**src/rtl/src_pkg.sv**
```systemverilog
// Package: shared mode codes and configuration bit positions.
// Assumes the core presents its mode as the 3-bit code defined here.
package src_pkg;
    localparam int MODE_W = 3;

    typedef enum logic [MODE_W-1:0] {
        MODE_USR = 3'd0,
        MODE_FIQ = 3'd1,
        MODE_IRQ = 3'd2,
        MODE_SVC = 3'd3,
        MODE_ABT = 3'd4,
        MODE_UND = 3'd5,
        MODE_SYS = 3'd6,
        MODE_MON = 3'd7
    } mode_t;

    // Bit positions inside the configuration word.
    localparam int B_NS   = 0;
    localparam int B_IRQ  = 1;
    localparam int B_FIQ  = 2;
    localparam int B_EA   = 3;
    localparam int B_FW   = 4;
    localparam int B_AW   = 5;
    localparam int CFG_LIVE = 6;

    // Exception classes routed by the controller.
    localparam int N_CLASS = 3;
    // Mask bits gated by the controller (index 0 = A, 1 = F).
    localparam int N_MASK  = 2;
endpackage

```
**src/rtl/src_cfg_reg.sv**
```systemverilog
// Module: configuration storage.
// Holds the live configuration bits. The read-back word zero-fills every
// bit above them. Assumes the write qualifier is already decided upstream.
module src_cfg_reg #(
    parameter int REG_W = 32,
    parameter int LIVE  = 6
) (
    input  logic             clk,
    input  logic             rst_n,
    input  logic             wr_en,
    input  logic [REG_W-1:0] wr_data,
    output logic [LIVE-1:0]  cfg_q,
    output logic [REG_W-1:0] rd_data
);
    localparam int PAD_W = REG_W - LIVE;

    logic unused_hi;

    // Fold away the write bits that have no storage.
    assign unused_hi = ^wr_data[REG_W-1:LIVE];

    // Capture qualified writes; clear on reset.
    always_ff @(posedge clk) begin
        if (!rst_n) begin
            cfg_q <= '0;
        end else if (wr_en) begin
            cfg_q <= wr_data[LIVE-1:0];
        end
    end

    // Present the stored bits with zero padding above them.
    assign rd_data = {{PAD_W{1'b0}}, cfg_q};
endmodule

```
**src/rtl/src_route.sv**
```systemverilog
// Module: per-class exception target selection.
// Each class goes to the monitor code when its routing bit is set, and to
// its home mode otherwise. Purely combinational.
module src_route #(
    parameter int N  = 3,
    parameter int MW = 3,
    parameter logic [MW-1:0] MON_CODE = '1
) (
    input  logic [N-1:0]    route_bits,
    input  logic [N*MW-1:0] home_modes,
    output logic [N*MW-1:0] tgt_modes
);
    // One selector per exception class.
    for (genvar g = 0; g < N; g++) begin : g_class
        assign tgt_modes[g*MW +: MW] = route_bits[g] ? MON_CODE
                                                     : home_modes[g*MW +: MW];
    end
endmodule

```
**src/rtl/src_mask_gate.sv**
```systemverilog
// Module: status-register mask-bit write gating.
// A request passes only from a privileged mode, and only when the state is
// Secure or the per-bit permission is set. Purely combinational.
module src_mask_gate #(
    parameter int N = 2
) (
    input  logic         secure,
    input  logic         priv,
    input  logic [N-1:0] req,
    input  logic [N-1:0] perm,
    output logic [N-1:0] en
);
    // One gate per mask bit.
    for (genvar g = 0; g < N; g++) begin : g_bit
        assign en[g] = req[g] & priv & (secure | perm[g]);
    end
endmodule

```
**src/rtl/sec_route_ctrl.sv**
```systemverilog
// Module: secure exception routing controller (top).
// Derives the effective security state, the per-class exception targets,
// the gated mask-bit write enables and a configuration hazard flag from the
// stored configuration and the current mode. Assumes cur_mode holds a code
// from src_pkg. Configuration writes are accepted only from privileged
// Secure code.
module sec_route_ctrl
    import src_pkg::*;
#(
    parameter int REG_W = 32
) (
    input  logic             clk,
    input  logic             rst_n,
    input  logic             cfg_we,
    input  logic [REG_W-1:0] cfg_wdata,
    output logic [REG_W-1:0] cfg_rdata,
    input  logic [2:0]       cur_mode,
    input  logic             a_upd_req,
    input  logic             f_upd_req,
    output logic             secure_o,
    output logic             bank_ns_o,
    output logic [2:0]       irq_mode_o,
    output logic [2:0]       fiq_mode_o,
    output logic [2:0]       abt_mode_o,
    output logic             a_upd_en,
    output logic             f_upd_en,
    output logic             route_warn_o
);
    localparam int RT_W = N_CLASS * MODE_W;

    logic [CFG_LIVE-1:0] cfg_q;
    logic                in_mon;
    logic                priv;
    logic                wr_ok;
    logic [RT_W-1:0]     home_modes;
    logic [RT_W-1:0]     tgt_modes;
    logic [N_MASK-1:0]   mask_req;
    logic [N_MASK-1:0]   mask_perm;
    logic [N_MASK-1:0]   mask_en;

    // Mode decode: monitor forces Secure; user mode is unprivileged.
    always_comb begin
        in_mon = (cur_mode == MODE_MON);
        priv   = (cur_mode != MODE_USR);
    end

    // Effective state and bank select.
    assign secure_o  = ~cfg_q[B_NS] | in_mon;
    assign bank_ns_o = cfg_q[B_NS];

    // Writes pass only from privileged Secure code.
    assign wr_ok = cfg_we & priv & secure_o;

    src_cfg_reg #(
        .REG_W (REG_W),
        .LIVE  (CFG_LIVE)
    ) u_cfg (
        .clk     (clk),
        .rst_n   (rst_n),
        .wr_en   (wr_ok),
        .wr_data (cfg_wdata),
        .cfg_q   (cfg_q),
        .rd_data (cfg_rdata)
    );

    // Home modes, class order: IRQ, FIQ, abort.
    assign home_modes = {MODE_ABT, MODE_FIQ, MODE_IRQ};

    src_route #(
        .N        (N_CLASS),
        .MW       (MODE_W),
        .MON_CODE (MODE_MON)
    ) u_route (
        .route_bits (cfg_q[B_EA:B_IRQ]),
        .home_modes (home_modes),
        .tgt_modes  (tgt_modes)
    );

    assign irq_mode_o = tgt_modes[0*MODE_W +: MODE_W];
    assign fiq_mode_o = tgt_modes[1*MODE_W +: MODE_W];
    assign abt_mode_o = tgt_modes[2*MODE_W +: MODE_W];

    // Mask gating: index 0 is A (permission AW), index 1 is F (permission FW).
    assign mask_req  = {f_upd_req, a_upd_req};
    assign mask_perm = {cfg_q[B_FW], cfg_q[B_AW]};

    src_mask_gate #(
        .N (N_MASK)
    ) u_gate (
        .secure (secure_o),
        .priv   (priv),
        .req    (mask_req),
        .perm   (mask_perm),
        .en     (mask_en)
    );

    assign a_upd_en = mask_en[0];
    assign f_upd_en = mask_en[1];

    // Flag both unsafe pairings of FIQ routing and F permission.
    assign route_warn_o = ~(cfg_q[B_FW] ^ cfg_q[B_FIQ]);
endmodule

```
**config.mk**
```make
export PLATFORM = sky130hd
export DESIGN_NAME = sec_route_ctrl
export DESIGN_NICKNAME = d
export VERILOG_FILES = /design/src/rtl/src_pkg.sv /design/src/rtl/src_cfg_reg.sv /design/src/rtl/src_route.sv /design/src/rtl/src_mask_gate.sv /design/src/rtl/sec_route_ctrl.sv
export SDC_FILE = /design/constraint.sdc
export NUM_CORES = 1
export LEC_CHECK = 0
export ABC_CLOCK_PERIOD_IN_PS = 1350
export BUFFER_PORTS_ARGS = -buffer_cell sky130_fd_sc_hd__clkbuf_2
export CAP_MARGIN = 15
export CORE_MARGIN = 8
export CORE_UTILIZATION = 30
export DETAILED_ROUTE_END_ITERATION = 16
export PLACE_DENSITY = 0.82
export SETUP_SLACK_MARGIN = 0.2
export SYNTH_ARGS = -nofsm -noshare
export SYNTH_HDL_FRONTEND = slang
export SYNTH_SLANG_ARGS = --single-unit
```
**constraint.sdc**
```tcl
create_clock -name clk -period 1.35 [get_ports clk]
set_clock_uncertainty 0.1 [all_clocks]
set_input_delay 0.0675 -clock clk [delete_from_list [all_inputs] [get_ports clk]]
set_output_delay 0.0675 -clock clk [all_outputs]
set_load 0.02 [all_outputs]
```
==> summary by stage, run 1 <==
Run status
The run finished with clean final reports.

Worst setup path
The worst setup path is of the reg2out kind. The worst setup path is launched from a flop. The worst setup path is captured at an output pin. Of all nets on the critical path, the largest fanout is 5. The critical path required time is 1180 ps.

Data arrives at the worst endpoint at 1050 ps.

Power
Summed over all cells, the static leakage comes to 0.429 nW. The power density over the cells is 917 mW/mm^2. The maximum vdd drop is 352 uV.

The total power is 692 uW.

Finish
The layout overhead on the synthesized area is 23.6%. Counting the fill cells in the layout gives 221. 0 antenna diodes ended up in the layout. The largest register by flop count is u_cfg.cfg_q. In the final layout, the registers with the most flip-flops are u_cfg.cfg_q: 6 flops.

The flip-flop and latch area is 126 um^2. The final layout contains 148 nets. The final non-filler cell total is 134. The multi-input combinational cells in the finished layout cover a total of 314 um^2. The register with the most flip-flops in the layout has 6 of them. In the final layout, the share of cells above drive strength 1 is 40.2%.

Placement
The final RePlAce weighted congestion is 0.699. The half-perimeter wire length after detailed placement is 1260 um. Including well taps, the total number of placed cells is 122. The total of buffers placed on input and output ports is 30.

Timing
The number of max-slew violations in the final report is 0. In the finished design, the share of the clock period the worst path needs comes to 90.3%. The maximum achievable frequency is 821 MHz. Setup violations remaining at the end of the flow were counted as 0. The number of hold violations in the final report is 0. Setup total negative slack on the finished layout was measured at 0 ps. The final period demand of the worst path is 1220 ps. Setup repair after global routing could not meet its margin everywhere.

The tightest hold path in the finished design has a slack of 49.4 ps.

Routing
After detailed routing, the average wire length per cell comes to 11.0 um. In the routed design, unresolved DRC markers number 0. The final wirelength is 1480 um. Across all layers, the routed design uses 486 vias. The remaining antenna violation count is 0. The number of vias per cell after detailed routing is 3.63.

After the first detailed-routing iteration, the DRC count stood at 5. The detailed-routing iteration count for the pre-antenna-repair pass is 2.

CTS
The CTS tree is built. The maximum buffer depth of the clock tree is 2. Counting the buffers created by CTS gives 3.

The clock network latency to the later pin of the worst-skew pair is 250 ps. The count of H-tree levels built during CTS is 1. Clock tree synthesis found a total of 6 sinks. Clock-pin slew was measured on the worst setup and hold paths at 50 ps. The clock tree root buffer cell is clkbuf_4.

GRT
The global-route wire length before repair is 2100 um. Summed over all layers, the global routing overflow is 0. The initial antenna violation count was 0. The via count of the first global-routing pass is 483. Entering global routing, the biggest net connects 12 pins. The global-route usage over all layers is 7.62%.

Yosys
The post-synthesis share of cell area spent on and, or, nand and nor gates is 10.2%. The area fraction of the dominant cell type after synthesis is 44.3%. The number of library cell types mapped by synthesis is 16. By area the synthesized netlist is led by buf_4 44%, dfxtp_1 20%, mux2i_1 8.2%. The complex-gate fraction of the synthesized area is 12.5%. The sequential fraction of the synthesis area is 19.7%. In the synthesized netlist, the number of instances is 75. The synthesized design spends more area on one cell type than any other, namely buf_4. The adder and majority cell fraction of the synthesized area is 0%. The proportion of synthesized area in mux cells is 8.20%.

A synthesized cell averages 8.14 um^2. The xor/xnor cell area share of the yosys netlist is 1.43%. The dominant combinational cell family by area after synthesis is buffers and inverters.

In this run the cell area of the synthesized design comes to 611 um^2. The flip-flop and latch count after synthesis is 6. The number of warnings issued by yosys is 0.

Die
After floorplanning, the core was divided into 16 placement rows. The die covers 0.00374 mm^2. From bottom edge to top edge, the die measures 61.1 um. During I/O placement, the number of pins put on the boundary was 86.

From left edge to right edge, the die measures 61.1 um. The starting density of the core is 31.4%. The core region is 0.00194 mm^2.

Run
The tool flagged a number of max-cap violations equal to 0.

Min path
The worst hold path belongs to the class in2reg.
-- critical path, stage by stage (launching register included) --
cell and delay [ps]:
dfxtp_4 380, nand2_4 50, o211a_1 210, clkbuf_8 150
-- metal layers --
metal | share of wire [%] | wire, um | GRT usage [%]
met5 | 0 | 0 | 0
met4 | 0 | 0 | 3.99
met3 | 16 | 233 | 4.38
met2 | 50 | 740 | 11.9
met1 | 34 | 502 | 7.90
-- worst paths after layout --
kind                          startpoint                          end  slack, ps  cells after the start
max          u_cfg.cfg_q[0]$_SDFFE_PN0P_                     f_upd_en        130                      3
max reg2reg  u_cfg.cfg_q[0]$_SDFFE_PN0P_  u_cfg.cfg_q[4]$_SDFFE_PN0P_        160                      3
min reg2reg  u_cfg.cfg_q[5]$_SDFFE_PN0P_  u_cfg.cfg_q[5]$_SDFFE_PN0P_        380                      2
min                                rst_n  u_cfg.cfg_q[0]$_SDFFE_PN0P_         50                      3
-- cell families (layout without fill, tap and decap cells) --
kind of cell,Yosys count,count (layout)
AND/OR/NAND/NOR,15,15
flip-flops,6,6
other,2,29
multiplexers,5,5
buffers and inverters,40,45
XOR/XNOR,1,1
AO/OA/AOI/OAI,6,6
-- final cells by class --
cell class | instances | area share [%]
tap | 27 | 4.48
multi-input combinational | 56 | 41.6
timing repair buffer | 38 | 32.2
clock buffer | 4 | 3.48
inverter | 3 | 1.49
sequential | 6 | 16.7
-- report_power, final --
part | internal [mW] | switching, mW
combinational | 0.103 | 0.196
sequential | 0.194 | 0.0180
clock | 0.112 | 0.0692
total | 0.409 | 0.283
-- Yosys cell counts --
| master | count |
|---|---|
| conb_1 | 2 |
| nand3_1 | 1 |
| a211oi_2 | 1 |
| nand2_1 | 12 |
| nor2_2 | 1 |
| mux2i_1 | 5 |
| or3_1 | 1 |
| dfxtp_1 | 6 |
| xnor2_1 | 1 |
| a21boi_2 | 1 |
| buf_4 | 36 |
| a21oi_1 | 1 |
| o32ai_4 | 1 |
| o211a_1 | 2 |
| inv_1 | 3 |
| clkbuf_1 | 1 |
-- per-stage QoR --
stage                     instance area, um^2  setup WS [ps]  utilization [%]
after global placement                    626            185             32.2
after CTS                                 736            118             37.9
after global routing                      754           80.6             38.9
after floorplan                           716            207                -
after detailed placement                  626            148             32.2
final                                     754            131             38.9
-- timing repair --
item / 4_1_cts / 5_1_grt
pin swaps: 1 / 1
hold buffers: 6 / 0
setup endpoints to repair: 8 / 9
setup buffers: 1 / 1
resized for setup: 4 / 7
cloned: 0 / 0
hold endpoints to repair: 6 / 0
-- cell usage in the layout (no fill, tap or decap) --
cell           count
clkbuf_4           3
a21oi_1            1
o32ai_4            1
inv_1              3
a21boi_2           1
a211oi_2           1
or3_1              1
buf_4              3
dfxtp_1            3
clkbuf_2          27
dfxtp_4            1
buf_6              1
nand2_1           11
xnor2_1            1
mux2i_1            5
clkbuf_1           1
conb_1            29
nand3_1            1
o211a_1            2
dfxtp_2            2
nand2_4            1
clkbuf_8           1
dlygate4sd3_1      6
nor2_2             1
Power figures use the tool's default switching activity.
==> run 2: changes to the inputs <==
- ABC_CLOCK_PERIOD_IN_PS: 1350 -> 1000
- CORE_UTILIZATION: 30 -> 27
- PLACE_DENSITY: 0.82 -> 0.78
- clock period: 1.35 -> 1 ns (I/O delays scaled with it)
==> run 2 against run 1 <==
Compared with the run above:
- sequential cell count did not move
- non-clock buffer count rose by 8
- sequential share of layout area fell by 2.6 points
- sequential power rose by 42%
- global-route usage rose by 0.052 points
- via count rose by 6.0%
- first-iteration DRC count fell by 40%
- power rose by 60%
- the run now ends with hold timing, setup timing left
- clock power rose by 35%
- worst setup slack got worse by 330 ps
==> summary by stage, run 2 (synthesis results as in run 1) <==
Run status
The run finished, with violations left. The final reports fail on hold timing, setup timing.

Worst setup path
The critical path endpoint category is an output pin. STA classifies the critical path startpoint as a flop. The critical-path maximum fanout came to 5 (unchanged). The origin of the critical flop-to-flop path is u_cfg.cfg_q[0]$_SDFFE_PN0P_. The critical path arrival was 1050 ps (about the same). The critical path required time came to 850 ps (-330 ps). By startpoint and endpoint, the worst setup path is classified as reg2out. The origin of the worst setup path is u_cfg.cfg_q[0]$_SDFFE_PN0P_.

Die
The y dimension of the die is 63.6 um (+4.0%). The floorplan die area is 0.00404 mm^2 (+8.1%). The number of top-level pins is 86 (unchanged).

The starting density of the core came to 28.1% (-3.3 points). The die boundary width is 63.6 um (+4.0%). The core box area is 0.00217 mm^2 (+12%). The row count came to 17 (+1).

GRT
The global-route usage over all layers is 7.67% (+0.052 points). The sum of overflow across all layers after global routing is 0 (unchanged). The via count of the first global-routing pass is 567 (+17%). The pin count of the biggest net entering global routing came to 12 (unchanged).

The global-route wire length before repair is 2570 um (+22%). The initial antenna violation count is 0 (unchanged).

Routing
The DRC violations left is 0 (unchanged). The number of DRC markers in iteration 0 was 3 (-2). The detailed-route wire length per cell is 11.3 um (+2.3%). The final wirelength is 1610 um (+9.2%).

The number of vias per cell after detailed routing is 3.60 (-0.70%). The overall via count from detail_route is 515 (+6.0%). The detailed-routing iteration count for the pre-antenna-repair pass is 4 (+2). The remaining antenna violation count came to 0 (unchanged).

CTS
The maximum buffer depth of the clock tree came to 2 (unchanged). The count of H-tree levels built during CTS is 1 (unchanged). The hold buffer count at cts was 5 (-1). TritonCTS built the clock tree. The clock transition at the register clock pins on the worst setup and hold paths after CTS is 50 ps (about the same).

The clock network latency to the later pin of the worst-skew pair came to 250 ps (about the same). The number of buffers inserted during clock tree synthesis came to 3 (unchanged). The clock sink count is 6 (unchanged).

CTS placed an instance of clkbuf_4 at the clock tree root.

Finish
Leaving out fill and tap cells, the most frequent cells in the layout are 29 x conb_1, 13 x clkbuf_2, 13 x buf_8, 11 x nand2_1, 9 x buf_4. Compared with the post-synthesis result, the final layout area differs by 65.6%. The number of flip-flops in the largest register is 6 (unchanged). The antenna diode count is 0 (unchanged). The library cell used most frequently in the layout, excluding fill and tap cells, is conb_1. The largest registers in the layout are u_cfg.cfg_q: 6 flops. More flip-flops sit in one register than any other, and that register is u_cfg.cfg_q.

The share of final-layout standard cells stronger than drive strength 1 is 49.6% (+9.4 points). The number of nets in the final layout came to 156 (+5.4%).

Min path
The worst hold path begins at cfg_wdata[0]. The path category of the worst min-delay check is in2reg.

Placement
The total of buffers placed on input and output ports is 30 (unchanged). The final RePlAce weighted congestion was 0.694 (-0.74%). The half-perimeter wire length after detailed placement is 1300 um (+3.1%). The worst slack after detailed placement is -159 ps (-307 ps).

Timing
Counting I/O delays and the setup requirement, the final critical path takes 1200 ps. The number of max-slew violations in the final report is 0 (unchanged). The worst hold slack after final layout is -70.3 ps (-120 ps).

Setup repair after global routing could not meet its margin everywhere. The total setup violations reported at the end of the flow was 12 (+12). The least setup slack across all paths after layout was -197 ps (-328 ps). The ratio of final minimum period to clock period is 120%. The aggregate negative setup slack is -1600 ps (-1600 ps). The number of hold violations in the final report is 1 (+1). The maximum achievable frequency is 835 MHz.

Power
The maximum vdd drop is 435 uV (+23%). The power density over the cells is 1090 mW/mm^2 (+19%). The leakage power summed over all cells was 0.519 nW (+21%).

Run
The reported max-cap violation count came to 0 (unchanged).
[run 2: cell type report]
class / instances / area [um^2]
fill: 215 / 1160
timing repair buffer: 46 / 459
multi-input combinational: 56 / 337
sequential: 6 / 143
tap: 28 / 35.0
clock buffer: 4 / 26.3
inverter: 3 / 11.3
[run 2: where the power goes]
| part | switching, mW | internal (mW) |
|---|---|---|
| Sequential | 0.0398 | 0.260 |
| Combinational | 0.285 | 0.275 |
| Clock | 0.0932 | 0.152 |
[run 2: per-stage QoR]
stage               instance area, um^2  instances  util, %  total power [mW]
floorplan                           738        102        -             0.672
global placement                    694        129     32.0             0.678
finish                             1010        143     46.6              1.10
detailed placement                  694        129     32.0             0.681
global route                       1010        143     46.6              1.16
CTS                                 952        141     43.9              1.06
[run 2: path summary, 6_finish.rpt]
| kind | end | cells after the start | slack, ps |
|---|---|---|---|
| setup / recovery | a_upd_en | 3 | -200 |
| hold / removal | u_cfg.cfg_q[0]$_SDFFE_PN0P_ | 3 | -70 |
| setup reg to reg | u_cfg.cfg_q[5]$_SDFFE_PN0P_ | 3 | -170 |
| hold reg to reg | u_cfg.cfg_q[5]$_SDFFE_PN0P_ | 2 | 410 |
[run 2: per-layer routing]
metal  routed length, um  vias up  part of all wire (%)  track usage [%]
met3                 185        4                    11             4.59
met2                 815       33                    51             12.5
li1                    -      253                     -                -
met5                   0        -                     0                0
met1                 587      225                    36             7.38
met4                  21        0                   1.3             4.18
[run 2: what timing repair did]
item / CTS / global route
setup endpoints to repair: 23 / 23
endpoints found under the hold margin: 6 / 1
resized for setup: 42 / 20
pin swaps: 1 / 1
setup buffers: 3 / 2
[run 2: worst max-delay path, cell delays in order (launching register included)]
cell     delay, ps
dfxtp_4        380
nand2_4         60
o211a_4        230
buf_8          120
